### src/rtl/isps_pkg.sv
// Package: shared definitions for the interleaved sampling phase sequencer.
// Assumes: consumers size their vectors from their own NCH parameter.
package isps_pkg;

    // Default interleave factor of the front end.
    localparam int ISPS_NCH_DEFAULT = 16;

    // Run state: either one channel is in its track window or all hold.
    typedef enum logic {
        ST_HOLD_ALL = 1'b0,
        ST_TRACKING = 1'b1
    } run_state_t;

endpackage

### src/rtl/isps_ring.sv
// Module: isps_ring
// Rotating one-hot channel pointer. It advances one place per falling edge
// when asked and wraps from the top channel to channel 0.
// Assumes: NCH >= 2; reset is synchronous, active low.
module isps_ring #(
    parameter int NCH = 16
) (
    input  logic           clk,
    input  logic           rst_n,
    input  logic           adv,
    output logic [NCH-1:0] ptr
);

    localparam logic [NCH-1:0] PTR_INIT = {{(NCH-1){1'b0}}, 1'b1};

    // Rotate the pointer one channel up on each advance request.
    always_ff @(negedge clk) begin
        if (!rst_n) begin
            ptr <= PTR_INIT;
        end else if (adv) begin
            ptr <= {ptr[NCH-2:0], ptr[NCH-1]};
        end
    end

endmodule

### src/rtl/isps_enc.sv
// Module: isps_enc
// Converts the one-hot channel pointer into a binary channel number.
// Assumes: the input has exactly one bit set (the ring guarantees it).
module isps_enc #(
    parameter int NCH  = 16,
    parameter int IDXW = $clog2(NCH)
) (
    input  logic [NCH-1:0]  onehot,
    output logic [IDXW-1:0] index
);

    // OR together the numbers of all set bits.
    always_comb begin
        index = '0;
        for (int k = 0; k < NCH; k++) begin
            if (onehot[k]) begin
                index = index | IDXW'(k);
            end
        end
    end

endmodule

### src/rtl/isps_gate.sv
// Module: isps_gate
// Per-channel output stage. It gates the pointer with the run flag to form
// the track enables, and it registers a conversion strobe for the channel
// that leaves track at the current edge.
// Assumes: ptr is one-hot; hold_ev is high on edges that end a track window.
module isps_gate #(
    parameter int NCH = 16
) (
    input  logic           clk,
    input  logic           rst_n,
    input  logic [NCH-1:0] ptr,
    input  logic           tracking,
    input  logic           hold_ev,
    output logic [NCH-1:0] track_en,
    output logic [NCH-1:0] conv_start
);

    for (genvar k = 0; k < NCH; k++) begin : g_chan
        // Only the pointed-to channel may track, and only while running.
        assign track_en[k] = ptr[k] & tracking;

        // Strobe the converter of the channel entering hold at this edge.
        always_ff @(negedge clk) begin
            if (!rst_n) begin
                conv_start[k] <= 1'b0;
            end else begin
                conv_start[k] <= ptr[k] & hold_ev;
            end
        end
    end

endmodule

### src/rtl/isps_seq.sv
// Module: isps_seq (top)
// Sequences track/hold of a time-interleaved sampler. Each falling master
// edge ends the current track window (hold plus conversion strobe) and,
// while enabled, opens the next channel's window in round-robin order.
// Assumes: single master clock; all state on its falling edge; en is
// synchronous to that edge.
module isps_seq
    import isps_pkg::*;
#(
    parameter int NCH  = ISPS_NCH_DEFAULT,
    parameter int IDXW = $clog2(NCH)
) (
    input  logic            clk,
    input  logic            rst_n,
    input  logic            en,
    output logic [NCH-1:0]  track_en,
    output logic [NCH-1:0]  conv_start,
    output logic [IDXW-1:0] chan_idx
);

    run_state_t     run_q;
    logic           hold_ev;
    logic           tracking;
    logic [NCH-1:0] ptr;

    // A tracking channel always enters hold at the next edge.
    assign tracking = (run_q == ST_TRACKING);
    assign hold_ev  = tracking;

    // Run flag: follow the enable, cleared by reset.
    always_ff @(negedge clk) begin
        if (!rst_n) begin
            run_q <= ST_HOLD_ALL;
        end else begin
            run_q <= en ? ST_TRACKING : ST_HOLD_ALL;
        end
    end

    isps_ring #(.NCH(NCH)) u_ring (
        .clk   (clk),
        .rst_n (rst_n),
        .adv   (hold_ev),
        .ptr   (ptr)
    );

    isps_gate #(.NCH(NCH)) u_gate (
        .clk        (clk),
        .rst_n      (rst_n),
        .ptr        (ptr),
        .tracking   (tracking),
        .hold_ev    (hold_ev),
        .track_en   (track_en),
        .conv_start (conv_start)
    );

    isps_enc #(.NCH(NCH), .IDXW(IDXW)) u_enc (
        .onehot (ptr),
        .index  (chan_idx)
    );

endmodule

### config.mk
export PLATFORM = sky130hd
export DESIGN_NAME = isps_seq
export DESIGN_NICKNAME = d
export VERILOG_FILES = /design/src/rtl/isps_pkg.sv /design/src/rtl/isps_ring.sv /design/src/rtl/isps_enc.sv /design/src/rtl/isps_gate.sv /design/src/rtl/isps_seq.sv
export SDC_FILE = /design/constraint.sdc
export NUM_CORES = 1
export LEC_CHECK = 0
export ABC_AREA = 1
export BUFFER_PORTS_ARGS = -buffer_cell sky130_fd_sc_hd__buf_4
export CAP_MARGIN = 5
export CELL_PAD_IN_SITES_DETAIL_PLACEMENT = 1
export CELL_PAD_IN_SITES_GLOBAL_PLACEMENT = 1
export CORE_UTILIZATION = 35
export DETAILED_ROUTE_END_ITERATION = 16
export GPL_TIMING_DRIVEN = 0
export PLACE_DENSITY_LB_ADDON = 0.1
export SYNTH_ARGS = -nofsm -noshare
export SYNTH_HDL_FRONTEND = slang
export SYNTH_HIERARCHICAL = 1
export SYNTH_SLANG_ARGS = --single-unit
### constraint.sdc
create_clock -name clk -period 1.1 [get_ports clk]
set_input_delay 0.055 -clock clk [delete_from_list [all_inputs] [get_ports clk]]
set_output_delay 0.055 -clock clk [all_outputs]
set_load 0.05 [all_outputs]
==> results of run 1 <==
==> repair_timing <==
action,in CTS
pin swaps,3
endpoints found under the setup margin,36
setup buffers,9
resized for setup,99
gates cloned,1
==> kinds of logic after synthesis <==
| kind of cell | count (synthesis) | share of synthesized area (%) |
|---|---|---|
| AND/OR/NAND/NOR | 119 | 33.2 |
| buffers and inverters | 75 | 22.3 |
| flip-flops | 33 | 44.5 |
==> stage by stage <==
stage | TNS, ns | util, % | instances
after global placement | -11.52 | 50.8 | 315
after detailed placement | -11.86 | 50.8 | 315
after CTS | -18.98 | 68.4 | 362
after floorplan | -6.98 | - | 227
==> results.tsv, run 1 <==
metric	value	unit
netlist_top_cells_area	dfxtp_1 (44%), inv_1 (16%), nand2_1 (16%), nor2_1 (9.9%), nor2_2 (5.5%)	
synth_most_common_cell	inv_1	
place_area	2050	µm²
clockBufferDepth	2	
synth_common_cells	inv_1 (65), nand2_1 (63), nor2_1 (39)	
syn_avg_cell_area	6.54	µm²
pre_cts_slack	-0.517	ns
die_h	67.1	µm
synth_top_area_share	44.5	%
cts_hold_buffers	0	
yosysWarnings	6	
synth_edf_count	0	
cts_root_buffer	clkbuf_8	
cts_buffers	5	
yosys.area.top_type	dfxtp_1	
die_x	67.1	µm
synth_area	1490	µm²
synth-seq-cells	33	
synth_cell_type_count	12	
cts_sinks	33	
antenna_found_initial	0	
ys_seq_area_share	44.5	%
synth_nets	230	
lastStage	global routing (5_1_grt)	
io_pins	39	
worst_endpoint	track_en[5]	
grt_max_degree	12	
async_flop_share	0	%
io_buffers	38	
error_message	[ERROR DPL-0033] detailed placement checks failed during check placement.	
synth_cells	227	
initial_core_util	36.9	%
worst_endpoint_kind	top-level output	
cts_max_level	2	
status	stopped before the end	
hpwl	2.81	mm
fp-row-count	23	
place_congestion	0.733	
ys.flop_type	dfxtp_1	
==> run 2, diff against run 1 <==
--- a/config.mk
+++ b/config.mk
@@ -8,12 +8,10 @@
 export ABC_AREA = 1
 export BUFFER_PORTS_ARGS = -buffer_cell sky130_fd_sc_hd__buf_4
 export CAP_MARGIN = 5
-export CELL_PAD_IN_SITES_DETAIL_PLACEMENT = 1
-export CELL_PAD_IN_SITES_GLOBAL_PLACEMENT = 1
-export CORE_UTILIZATION = 35
+export CORE_UTILIZATION = 37
 export DETAILED_ROUTE_END_ITERATION = 16
 export GPL_TIMING_DRIVEN = 0
-export PLACE_DENSITY_LB_ADDON = 0.1
+export PLACE_DENSITY_LB_ADDON = 0.15
 export SYNTH_ARGS = -nofsm -noshare
 export SYNTH_HDL_FRONTEND = slang
 export SYNTH_HIERARCHICAL = 1
==> run 2 against run 1 <==
The flow now finishes, with violations (negative setup slack). Synthesized cell count unchanged. Synthesized area unchanged.
==> results.tsv, run 2 <==
metric	value	unit	change
status	complete, but fails checks		was stopped before the end
violations	negative setup slack		
wl_per_cell	11.7	µm	
fin_worst_skew	0.0158	ns	
worstMarginPinSlew	0.227	ns	
cts_sinks	33		unchanged
dr.pass1.iters	6		
crit_top_cell	nand2_4		
insertion_delay	0.36	ns	
crit_type	flop to output pin		
r2r-end	u_ring/ptr[7]$_SDFFE_NN0P_		
setup-violations-final	49		
drv_cap	0		
synth_common_cells	inv_1 (65), nand2_1 (63), nor2_1 (39)		unchanged
nFillCells	271		
peakVddDrop	0.696	mV	
grt_pass1_vias	1418		
syn_avg_cell_area	6.54	µm²	unchanged
yosysWarnings	6		unchanged
max_stage_delay	0.35	ns	
hpwl	2.35	mm	was 2.81 mm
p_per_area	1260	nW/µm²	
hp-start	en		
grt_max_degree	11		
initial_core_util	39.7	%	was 36.9%
cts_max_level	2		unchanged
layout_common_cells	inv_1 (71), nand2_1 (35), buf_8 (32), nor2_1 (28), dfxtp_2 (23)		
worstHoldPathCells	3		
die_area	4270	µm²	
p_leak	1.43	nW	
grt_usage	20.2	%	
clockBufferDepth	2		unchanged
diodes	0		
finalMaxSlewViolations	0		
cts_root_buffer	clkbuf_8		unchanged
end_kind	output pin		
wirelength	4.20	mm	
crit_arrival	1.75	ns	
synth_nets	230		unchanged
postLayoutCellArea	2770	µm²	
min_to	hold_ev$_SDFF_NN0_		
netlist_top_cells_area	dfxtp_1 (44%), inv_1 (16%), nand2_1 (16%), nor2_1 (9.9%), nor2_2 (5.5%)		unchanged
layout_commonest_cell	inv_1		
die_x	65.4	µm	was 67.1 µm
fp-row-count	22		was 23
cts_hold_buffers	0		unchanged
vias_per_cell	4.27		
synth-seq-cells	33		unchanged
synth_edf_count	0		unchanged
synth_area	1490	µm²	unchanged
cp.required	1.04	ns	
ant_nets	0		
synth_top_area_share	44.5	%	unchanged
pre_cts_slack	-0.503	ns	was -0.517 ns
slowest_stage	dfxtp_4		
cp-start-kind	flop		
ff2ff_path_depth	5		
yosys.area.top_type	dfxtp_1		unchanged
cts.reportedPaths.clkPinSlew	0.04	ns	
critPathTopFamily	flip-flops		
io_pins	39		unchanged
synth_cells	227		unchanged
ys.flop_type	dfxtp_1		unchanged
cts_tree	yes		
place_area	2040	µm²	was 2050 µm²
async_flop_share	0	%	unchanged
critPathBufInv	2		
rsz0062_at_grt	yes		
core-area	3740	µm²	
slew_headroom	84.8	%	
synth_cell_type_count	12		unchanged
vias	1538		
synth_most_common_cell	inv_1		unchanged
hold_violations	0		
place_congestion	0.772		was 0.733
first_iter_violations	50		
gr-total-overflow	0		
fin_ws	-0.708	ns	
timing.rr.start	hold_ev$_SDFF_NN0_		
nets	314		
drive_above_1_share	56.4	%	
io_buffers	38		unchanged
path_cells	inv_4 -> nand2_4 -> nor2_4 -> nand2_4 -> buf_8		
cts_buffers	5		unchanged
reg2reg_slack	-0.03	ns	
hold_class	primary input to flop		
grt_first_pass_wirelength	6.27	mm	
die_h	65.4	µm	was 67.1 µm
area_growth	86.3	%	
drcViolationCount	0		
crit_fanout	2		
ys_seq_area_share	44.5	%	unchanged
antenna_found_initial	0		
-- run 2: cell counts after synthesis --
No cell type changed its count.
-- run 2: layer usage --
metal / vias to the layer above / GRT usage, % / share of wire, %
met5: - / 0 / 0
met4: 0 / 14.1 / 3.2
met2: 39 / 31.2 / 52
met1: 701 / 22.4 / 42
li1: 789 / - / -
met3: 9 / 7.99 / 3.0
-- run 2: final cells by class --
cell class                      count  area [µm²]  area share [%]
Clock buffer                        5        68.8            2.49
Buffer                              7        93.8            3.39
Timing Repair Buffer               48         648            23.4
Tap cell                           48        60.1            2.17
Inverter                           64         308            11.1
Multi-Input combinational cell    119         729            26.4
Clock inverter                     36         135            4.88
Sequential cell                    33         723            26.1
-- run 2: tightest hold or removal path, delay by kind of cell --
| family | cells | cell delay (ns) |
|---|---|---|
| buf+inv | 2 | 0.12 |
| simple gates | 1 | 0.04 |
-- run 2: timing repair --
item	in CTS	in global routing
cloned	1	0
gates resized for setup	79	44
pin swaps	2	4
setup buffers	5	4
endpoints found under the setup margin	36	62
-- run 2: stage by stage --
step           instances  utilization, %  total power, mW  hold slack (ns)  TNS [ns]
2_1_floorplan        227               -             2.02            0.437     -6.98
3_3_place_gp         313            54.6             2.16            0.460    -11.18
3_5_place_dp         313            54.6             2.16            0.460    -11.59
4_1_cts              356            69.1             3.44            0.429    -19.87
5_1_grt              360            73.9             3.74            0.437    -21.18
6_report             360            73.9             3.49            0.433    -18.94
-- run 2: report_power, final --
group	switching, mW	internal (mW)	leakage [nW]	total [mW]
clock	0.768	0.581	0.228	1.35
sequential	0.0868	1.25	0.286	1.34
combinational	0.478	0.327	0.912	0.805
total	1.33	2.16	1.43	3.49
-- run 2: worst max-delay path by stage --
| stage | end | depth (start not counted) | start |
|---|---|---|---|
| after floorplan | track_en[8] | 4 | hold_ev$_SDFF_NN0_ |
| after global placement | track_en[10] | 5 | hold_ev$_SDFF_NN0_ |
| after detailed placement | track_en[9] | 5 | hold_ev$_SDFF_NN0_ |
| after CTS | chan_idx[3] | 5 | u_ring/ptr[15]$_SDFFE_NN0P_ |
| after global routing | chan_idx[1] | 5 | u_ring/ptr[10]$_SDFFE_NN0P_ |
| final | chan_idx[3] | 5 | u_ring/ptr[15]$_SDFFE_NN0P_ |
-- run 2: cell families (layout without fill, tap and decap cells) --
family	count (synthesis)	after routing	synth area share [%]
buf+inv	75	160	22.3
flops	33	33	44.5
simple gates	119	119	33.2
No activity file was read; power rests on OpenSTA's default activity.
